<file path="config.mk">
export PLATFORM = sky130hd
export DESIGN_NAME = tmr_unit
export DESIGN_NICKNAME = d
export VERILOG_FILES = /design/src/rtl/tmr_pkg.sv /design/src/rtl/tmr_chan.sv /design/src/rtl/tmr_free.sv /design/src/rtl/tmr_bus.sv /design/src/rtl/tmr_unit.sv
export SDC_FILE = /design/constraint.sdc
export NUM_CORES = 1
export LEC_CHECK = 0
export CAP_MARGIN = 20
export CORE_MARGIN = 4
export CORE_UTILIZATION = 40
export DETAILED_ROUTE_END_ITERATION = 8
export DONT_BUFFER_PORTS = 1
export GPL_ROUTABILITY_DRIVEN = 0
export PLACE_DENSITY = 0.53
export RECOVER_POWER = 25
export SLEW_MARGIN = 10
export SYNTH_ARGS = -nofsm -noshare
export SYNTH_HDL_FRONTEND = slang
export SYNTH_SLANG_ARGS = --single-unit
</file>
<file path="constraint.sdc">
create_clock -name clk_i -period 3.2 [get_ports clk_i]
set_input_delay 0.48 -clock clk_i [delete_from_list [all_inputs] [get_ports clk_i]]
set_output_delay 0.48 -clock clk_i [all_outputs]
set_load 0.005 [all_outputs]
</file>
<file path="src/rtl/tmr_pkg.sv">
package tmr_pkg;
  localparam int NCH         = 3;
  localparam int CTL_RUN     = 7;
  localparam int CTL_PER     = 6;
  localparam int CTL_SEL     = 3;
  localparam int FREE_EN_BIT = 8;
  localparam logic [7:0] OFF_LOAD = 8'h00;
  localparam logic [7:0] OFF_VAL  = 8'h04;
  localparam logic [7:0] OFF_CTL  = 8'h08;
  localparam logic [7:0] OFF_CLR  = 8'h0C;
  localparam logic [7:0] FREE_LO  = 8'h60;
  localparam logic [7:0] FREE_HI  = 8'h64;

  function automatic logic [7:0] chan_base(int i);
    case (i)
      0:       return 8'h00;
      1:       return 8'h20;
      default: return 8'h80;
    endcase
  endfunction
endpackage

</file>
<file path="src/rtl/tmr_chan.sv">
module tmr_chan #(
  parameter int W = 16
) (
  input  logic         clk_i,
  input  logic         rst_ni,
  input  logic         load_we_i,
  input  logic         ctl_we_i,
  input  logic         clr_we_i,
  input  logic [W-1:0] load_i,
  input  logic         run_i,
  input  logic         per_i,
  input  logic         sel_i,
  input  logic         tick_main_i,
  input  logic         tick_alt_i,
  output logic [W-1:0] load_o,
  output logic [W-1:0] val_o,
  output logic [7:0]   ctl_o,
  output logic         run_o,
  output logic         irq_o
);
  logic [W-1:0] load_q, val_q;
  logic         run_q, per_q, sel_q, irq_q;
  logic         tick, step, under;

  assign tick  = sel_q ? tick_main_i : tick_alt_i;
  assign step  = run_q & tick;
  assign under = step & (val_q == '0);

  always_ff @(posedge clk_i or negedge rst_ni) begin
    if (!rst_ni) begin
      load_q <= '0;
      val_q  <= '0;
      run_q  <= 1'b0;
      per_q  <= 1'b0;
      sel_q  <= 1'b0;
      irq_q  <= 1'b0;
    end else begin
      if (load_we_i) load_q <= load_i;
      if (ctl_we_i) begin
        run_q <= run_i;
        per_q <= per_i;
        sel_q <= sel_i;
      end
      if (load_we_i && !run_q) val_q <= load_i;
      else if (under)          val_q <= per_q ? load_q : '1;
      else if (step)           val_q <= val_q - 1'b1;
      // a fresh underflow outranks a same-cycle clear
      if (under)         irq_q <= 1'b1;
      else if (clr_we_i) irq_q <= 1'b0;
    end
  end

  assign load_o = load_q;
  assign val_o  = val_q;
  assign run_o  = run_q;
  assign irq_o  = irq_q;
  always_comb begin
    ctl_o                   = '0;
    ctl_o[tmr_pkg::CTL_RUN] = run_q;
    ctl_o[tmr_pkg::CTL_PER] = per_q;
    ctl_o[tmr_pkg::CTL_SEL] = sel_q;
  end
endmodule

</file>
<file path="src/rtl/tmr_free.sv">
module tmr_free #(
  parameter int W = 40
) (
  input  logic         clk_i,
  input  logic         rst_ni,
  input  logic         en_we_i,
  input  logic         en_i,
  input  logic         tick_i,
  output logic [W-1:0] cnt_o,
  output logic         en_o
);
  logic [W-1:0] cnt_q;
  logic         en_q;

  always_ff @(posedge clk_i or negedge rst_ni) begin
    if (!rst_ni) begin
      cnt_q <= '0;
      en_q  <= 1'b0;
    end else begin
      if (en_we_i)        en_q  <= en_i;
      if (en_q && tick_i) cnt_q <= cnt_q + 1'b1;
    end
  end

  assign cnt_o = cnt_q;
  assign en_o  = en_q;
endmodule

</file>
<file path="src/rtl/tmr_bus.sv">
module tmr_bus
  import tmr_pkg::*;
#(
  parameter int AW = 8,
  parameter int DW = 32,
  parameter int FW = 40
) (
  input  logic                    psel_i,
  input  logic                    penable_i,
  input  logic                    pwrite_i,
  input  logic [AW-1:0]           paddr_i,
  input  logic [NCH-1:0][DW-1:0]  ch_load_i,
  input  logic [NCH-1:0][DW-1:0]  ch_val_i,
  input  logic [NCH-1:0][7:0]     ch_ctl_i,
  input  logic [FW-1:0]           free_cnt_i,
  input  logic                    free_en_i,
  output logic [NCH-1:0]          load_we_o,
  output logic [NCH-1:0]          ctl_we_o,
  output logic [NCH-1:0]          clr_we_o,
  output logic                    fhi_we_o,
  output logic [DW-1:0]           rdata_o
);
  logic wr;
  logic [DW-1:0] hi_word;

  assign wr = psel_i & penable_i & pwrite_i;

  always_comb begin
    hi_word                 = '0;
    hi_word[FW-DW-1:0]      = free_cnt_i[FW-1:DW];
    hi_word[FREE_EN_BIT]    = free_en_i;
  end

  always_comb begin
    for (int i = 0; i < NCH; i++) begin
      load_we_o[i] = wr && (paddr_i == AW'(chan_base(i) + OFF_LOAD));
      ctl_we_o[i]  = wr && (paddr_i == AW'(chan_base(i) + OFF_CTL));
      clr_we_o[i]  = wr && (paddr_i == AW'(chan_base(i) + OFF_CLR));
    end
    fhi_we_o = wr && (paddr_i == AW'(FREE_HI));
  end

  always_comb begin
    rdata_o = '0;
    if (psel_i) begin
      for (int i = 0; i < NCH; i++) begin
        if (paddr_i == AW'(chan_base(i) + OFF_LOAD)) rdata_o = ch_load_i[i];
        if (paddr_i == AW'(chan_base(i) + OFF_VAL))  rdata_o = ch_val_i[i];
        if (paddr_i == AW'(chan_base(i) + OFF_CTL))  rdata_o = DW'(ch_ctl_i[i]);
      end
      if (paddr_i == AW'(FREE_LO)) rdata_o = free_cnt_i[DW-1:0];
      if (paddr_i == AW'(FREE_HI)) rdata_o = hi_word;
    end
  end
endmodule

</file>
<file path="src/rtl/tmr_unit.sv">
module tmr_unit
  import tmr_pkg::*;
#(
  parameter int ADDR_W = 8,
  parameter int DATA_W = 32,
  parameter int NARROW_W = 16,
  parameter int WIDE_W = 32,
  parameter int FREE_W = 40
) (
  input  logic              clk_i,
  input  logic              rst_ni,
  input  logic              psel_i,
  input  logic              penable_i,
  input  logic              pwrite_i,
  input  logic [ADDR_W-1:0] paddr_i,
  input  logic [DATA_W-1:0] pwdata_i,
  output logic [DATA_W-1:0] prdata_o,
  input  logic              tick_main_i,
  input  logic              tick_alt_i,
  input  logic              tick_free_i,
  output logic [NCH-1:0]    irq_o
);
  logic [NCH-1:0][DATA_W-1:0] ch_load, ch_val;
  logic [NCH-1:0][7:0]        ch_ctl;
  logic [NCH-1:0]             ch_run, load_we, ctl_we, clr_we;
  logic [FREE_W-1:0]          free_cnt;
  logic                       free_en, fhi_we;

  tmr_bus #(.AW(ADDR_W), .DW(DATA_W), .FW(FREE_W)) u_bus (
    .psel_i, .penable_i, .pwrite_i, .paddr_i,
    .ch_load_i(ch_load), .ch_val_i(ch_val), .ch_ctl_i(ch_ctl),
    .free_cnt_i(free_cnt), .free_en_i(free_en),
    .load_we_o(load_we), .ctl_we_o(ctl_we), .clr_we_o(clr_we),
    .fhi_we_o(fhi_we), .rdata_o(prdata_o)
  );

  for (genvar g = 0; g < NCH; g++) begin : g_ch
    localparam int W = (g == NCH - 1) ? WIDE_W : NARROW_W;
    logic [W-1:0] load_w, val_w;
    tmr_chan #(.W(W)) u_ch (
      .clk_i, .rst_ni,
      .load_we_i(load_we[g]), .ctl_we_i(ctl_we[g]), .clr_we_i(clr_we[g]),
      .load_i(pwdata_i[W-1:0]),
      .run_i(pwdata_i[CTL_RUN]), .per_i(pwdata_i[CTL_PER]), .sel_i(pwdata_i[CTL_SEL]),
      .tick_main_i, .tick_alt_i,
      .load_o(load_w), .val_o(val_w), .ctl_o(ch_ctl[g]),
      .run_o(ch_run[g]), .irq_o(irq_o[g])
    );
    assign ch_load[g] = DATA_W'(load_w);
    assign ch_val[g]  = DATA_W'(val_w);
  end

  tmr_free #(.W(FREE_W)) u_free (
    .clk_i, .rst_ni,
    .en_we_i(fhi_we), .en_i(pwdata_i[FREE_EN_BIT]), .tick_i(tick_free_i),
    .cnt_o(free_cnt), .en_o(free_en)
  );
endmodule

</file>
==> results of run 1 <==
[through the flow]
step | worst slack [ps] | total power, mW | util | cell area, um^2 | cells
after floorplan | 447 | 2.92 | - | 11000 | 1186
after global placement | 368 | 3.05 | 0.424 | 11400 | 1499
after detailed placement | 405 | 3.05 | 0.424 | 11400 | 1499
after CTS | 369 | 5.15 | 0.445 | 12000 | 1531
after global routing | 199 | 5.33 | 0.445 | 12000 | 1531
final | 333 | 5.11 | 0.445 | 12000 | 1531
[power by group through the flow]
stage	logic, mW	clock network [mW]	registers, mW
6_report	0.541	2.10	2.48
2_1_floorplan	0.451	0	2.47
3_3_place_gp	0.527	0	2.52
5_1_grt	0.602	2.24	2.49
3_5_place_dp	0.533	0	2.52
4_1_cts	0.535	2.14	2.48
[cell usage in the layout (no fill, tap or decap), types with 17 or more instances in the layout]
| cell | count |
|---|---|
| dfrtp_1 | 181 |
| nor3_1 | 44 |
| a21oi_1 | 29 |
| buf_4 | 53 |
| xnor2_1 | 37 |
| o211ai_1 | 36 |
| o21ai_0 | 93 |
| nand3_1 | 90 |
| nor4_1 | 17 |
| inv_1 | 20 |
| and3_1 | 20 |
| nand2_1 | 92 |
| nor2_1 | 84 |
| clkbuf_16 | 17 |
| mux2_2 | 80 |
| xor2_1 | 37 |
[area by class of cell]
class	count	share of cell area
Clock buffer	19	0.0369
Clock inverter	13	0.0103
Inverter	20	0.00625
Multi-Input combinational cell	904	0.501
Sequential cell	181	0.377
Tap cell	341	0.0355
Timing Repair Buffer	53	0.0331
[per-layer routing]
layer	share of wire	global-route usage	wire, um
met1	0.42	0.343	16400
met2	0.49	0.426	18800
met3	0.063	0.0475	2450
met4	0.027	0.0815	1050
met5	0	0	0
[final timing paths]
check,start,end,depth (start not counted)
setup / recovery,g_ch[1].u_ch.load_o[14],prdata_o[14],6
hold / removal,rst_ni,u_free.cnt_o[13],0
setup reg to reg,g_ch[1].u_ch.val_o[0],g_ch[1].u_ch.val_o[3],8
hold reg to reg,u_free.cnt_o[38],u_free.cnt_o[38],1
max in group asynchronous,rst_ni,g_ch[1].u_ch.load_o[2],0
min in group clk_i,pwdata_i[0],g_ch[2].u_ch.val_o[0],2
[cells by family (layout without fill, tap and decap cells)]
| kind of cell | after synthesis | after routing | share of synthesized area |
|---|---|---|---|
| compound gates | 284 | 284 | 0.178 |
| flops | 181 | 181 | 0.413 |
| fa+ha+maj | 4 | 4 | 0.00457 |
| xor+xnor | 74 | 74 | 0.0592 |
| buf+inv | 101 | 105 | 0.0381 |
| simple gates | 447 | 447 | 0.211 |
| mux | 95 | 95 | 0.0959 |
[worst max-delay path, cell delays in order, from the launching register on]
cell and delay, ps:
dfrtp_1 400, mux2i_1 80, o21ai_0 520, o211ai_1 230
a31o_2 300, a31oi_1 240, buf_4 170
[flip-flops by register name, summed over array words and instances, names as in the netlist]
register,cells
u_free.en_o,1
g_ch.u_ch.irq_o,3
g_ch.u_ch.val_o,64
g_ch.u_ch.load_o,64
g_ch.u_ch.per_q,3
g_ch.u_ch.run_o,3
u_free.cnt_o,40
g_ch.u_ch.sel_q,3
==> run metrics, run 1 <==
status=complete, but fails checks; failing checks=hold timing; max cap viols=0; Mapped Nets=1238; drt total wl=38.7 mm; CP Launch Type=flip-flop; postcts setup bufs=0; number of global-route vias before repair=9423; fmax=349 MHz; # port buffers=0; Slew Limit Fails=0; CTS H-Tree Depth=4; fin crit period=2870 ps; initial antenna violation count=2; initial core utilization=0.406; layout cells sized above 1=0.161; Setup violations, final=0; worst slew pin tran=750 ps; Clock Tree Buf Depth=2; total number of vias=9734; DPL Wire Length=27.8 mm; DIE AREA=30100 um^2; Clk Tree Root Cell=clkbuf_16; post-synth top area cell=dfrtp_1; Worst-Skew Late Latency=450 ps; fin nets=1229; Gates resized, CTS repair=0; Synth area leaders=dfrtp_1 (41%), mux2_2 (8.2%), o21ai_0 (4.2%), nand3_1 (4.1%), nand2_1 (3.2%); # IOs=83; multi-input logic area=6010 um^2; largest net degree at the start of global routing=182; pwr dens=426 nW/um^2; fillcell total=2636; critical path class=reg2out; Die Y=173 um; Synth top area share=0.413; vias per cell=6.36; CTS sink count=181; GRT Total Usage=0.257; Initial DRC Count=1340; Area Overhead vs Synth=9.57%; Post-synth EDFFs=0; die width=173 um; Clock transition at path regs=70 ps; Arr. time, crit path=2390 ps; Net Sw Power=1.41 mW; min-delay worst type=in2async; global-route wire length before repair=60.0 mm; Logic pwr share=0.106; number of synthesized register bits=181; Seq pwr share=0.484; Critical Path Fanout Max=3; Req. time, crit path=2720 ps; Post-synth ARST share=1.00; setup TNS=0 ps; CTS tree=built; CORE AREA=27000 um^2; Tcrit/Tclk final=0.896; Most used DFF post-synth=dfrtp_1; register area share after synthesis=0.413; CP Capture Type=primary output; relative slew slack=0.496; row cnt=60; mapped cell area=11000 um^2; maximum VDD drop=352 uV; Gate Count Post-Synth=1186; TritonRoute pass-1 iters=6; static leakage=5.35 nW; DRC=0; r2r setup slk=560 ps; Power Internal=3.70 mW; count leader, synth=dfrtp_1; DRT antenna net count=0; Sw Ratio=0.276; count of final hold-check violations=181; Synth warnings=0; RSZ-0062 raised after global routing=no; clk_skew=15.7 ps; n_diodes=0; gr ovfl total=0; Syn Area/Cell=9.24 um^2; worst hold slack=-273 ps; top post-synthesis cells by count=dfrtp_1 (181), o21ai_0 (93), nand2_1 (92); area occupied by registers=4530 um^2; Clk network pwr share=0.410; routed length per instance=25.3 um; Synth cell types=70; Inserted Clock Buffers=17
(Power assumes the default switching activity.)
==> inputs of run 2 (changes only) <==
Settings changed: CORE_MARGIN 4 to not set.
==> run metrics, run 2 (synthesis gave the netlist of run 1 again) <==
initial core utilization=0.408 (+0.00114); drt total wl=37.7 mm (-2.6%); clk_skew=11.7 ps (-3.95 ps); relative slew slack=0.482 (-0.0133); number of global-route vias before repair=9314 (-1.2%); Clock Tree Buf Depth=2 (unchanged); Area Overhead vs Synth=9.19%; global-route wire length before repair=57.6 mm (-4.0%); vias per cell=6.25 (-1.7%); Reg-to-Reg Start=g_ch[1].u_ch.val_o[0]; Worst-Skew Late Latency=450 ps (about the same); commonest non-fill, non-tap cell in the layout=dfrtp_1; Clk Tree Root Cell=clkbuf_16; Critical Path Fanout Max=7 (+4); DRC=1 (+1); total number of vias=9540 (-2.0%); worst slew pin tran=774 ps (+24.0 ps); n_diodes=0 (unchanged); worst hold slack=-261 ps (+12.4 ps); Clock transition at path regs=70 ps (about the same); # port buffers=0 (unchanged); Req. time, crit path=2720 ps (about the same); failing checks=DRC, hold timing; critical path class=reg2out; GRT Total Usage=0.273 (+0.0160); Gates resized, CTS repair=0 (unchanged); CTS sink count=181 (unchanged); postcts setup bufs=0 (unchanged); RR Endpoint=g_ch[1].u_ch.val_o[7]; status=complete, but fails checks; setup TNS=0 ps (unchanged); CP Capture Type=primary output; layout cells sized above 1=0.156 (-0.00439); fin crit period=3060 ps (+190 ps); Tcrit/Tclk final=0.955 (+0.0595); worst reg-to-reg path cell count=10 (+2); Slew Limit Fails=0 (unchanged); Pwr Total=5.02 mW (-1.8%); fmax=327 MHz (-6.2%); max cap viols=0 (unchanged); die width=167 um (-3.5%); min-delay worst type=in2async; DIE AREA=28100 um^2 (-6.8%); DRT antenna net count=0 (unchanged); r2r setup slk=500 ps (-60 ps); Initial DRC Count=1209 (-9.8%); static leakage=5.33 nW (-0.53%); pwr dens=420 nW/um^2 (-1.5%); CORE AREA=26900 um^2 (-0.28%); Inserted Clock Buffers=17 (unchanged); DPL Wire Length=27.4 mm (-1.7%); count of final hold-check violations=181 (unchanged); CTS H-Tree Depth=4 (unchanged); gr ovfl total=0 (unchanged); Setup violations, final=0 (unchanged); CP Launch Type=flip-flop; maximum VDD drop=353 uV (+0.27%); fin nets=1225 (-0.33%); largest net degree at the start of global routing=182 (unchanged); CTS tree=built; initial antenna violation count=2 (unchanged); # IOs=83 (unchanged); RSZ-0062 raised after global routing=no; TritonRoute pass-1 iters=9 (+3); Arr. time, crit path=2580 ps (+190 ps); Die Y=167 um (-3.5%); routed length per instance=24.7 um (-2.3%); commonest cells after routing, fill and taps aside=dfrtp_1 (181), o21ai_0 (93), nand2_1 (92), nand3_1 (90), nor2_1 (84); row cnt=60 (unchanged)
run 2: changes by cell type in the layout (fill, tap and decap cells not counted), sizes merged:
cell / change
clkinv: +2
clkinvlp: +1
buf: -4
inv: -4
run 2: worst max-delay path, stage by stage (launching register included):
cell and delay [ps]:
dfrtp_1 490, mux2i_1 120, o22ai_1 210, a22oi_1 130
nor4_1 260, a21oi_1 90, o41ai_1 610, buf_4 230
run 2: area by class of cell:
cell class | count | area, um^2
fillers | 2659 | 14900
multi-input cells | 904 | 6010
flip-flops and latches | 181 | 4530
clock buffers | 19 | 433
well taps | 341 | 427
repair buffers | 49 | 380
clock inverters | 12 | 110
inverters | 20 | 75.1
run 2: worst max-delay path by stage:
| stage | start | end | slack (ps) | cells past startpoint |
|---|---|---|---|---|
| 6_report | g_ch[0].u_ch.val_o[3] | prdata_o[3] | 140 | 7 |
| 3_5_place_dp | paddr_i[5] | prdata_o[3] | 300 | 6 |
| 4_1_cts | g_ch[0].u_ch.val_o[3] | prdata_o[3] | 150 | 7 |
| 2_1_floorplan | paddr_i[5] | prdata_o[11] | 450 | 8 |
| 5_1_grt | g_ch[0].u_ch.val_o[3] | prdata_o[3] | 90 | 7 |
| 3_3_place_gp | paddr_i[5] | prdata_o[3] | 270 | 6 |
run 2: metrics by stage:
step | utilization | instances | instance area, um^2 | setup WS, ps
2_1_floorplan | - | 1186 | 11000 | 447
3_5_place_dp | 0.425 | 1495 | 11400 | 302
6_report | 0.445 | 1526 | 12000 | 142
3_3_place_gp | 0.425 | 1495 | 11400 | 270
5_1_grt | 0.445 | 1526 | 12000 | 88.1
4_1_cts | 0.445 | 1526 | 12000 | 154
run 2: routing by layer:
layer | GRT usage | part of all wire
met5 | 0.0191 | 0.0019
met4 | 0.0969 | 0.029
met3 | 0.0612 | 0.073
met1 | 0.354 | 0.42
met2 | 0.445 | 0.48
run 2: power breakdown:
| group | switching, mW | leakage (nW) | total (mW) | internal (mW) |
|---|---|---|---|---|
| clock network | 0.949 | 0.255 | 2.02 | 1.07 |
| registers | 0.120 | 2.49 | 2.48 | 2.36 |
| logic | 0.292 | 2.58 | 0.525 | 0.234 |
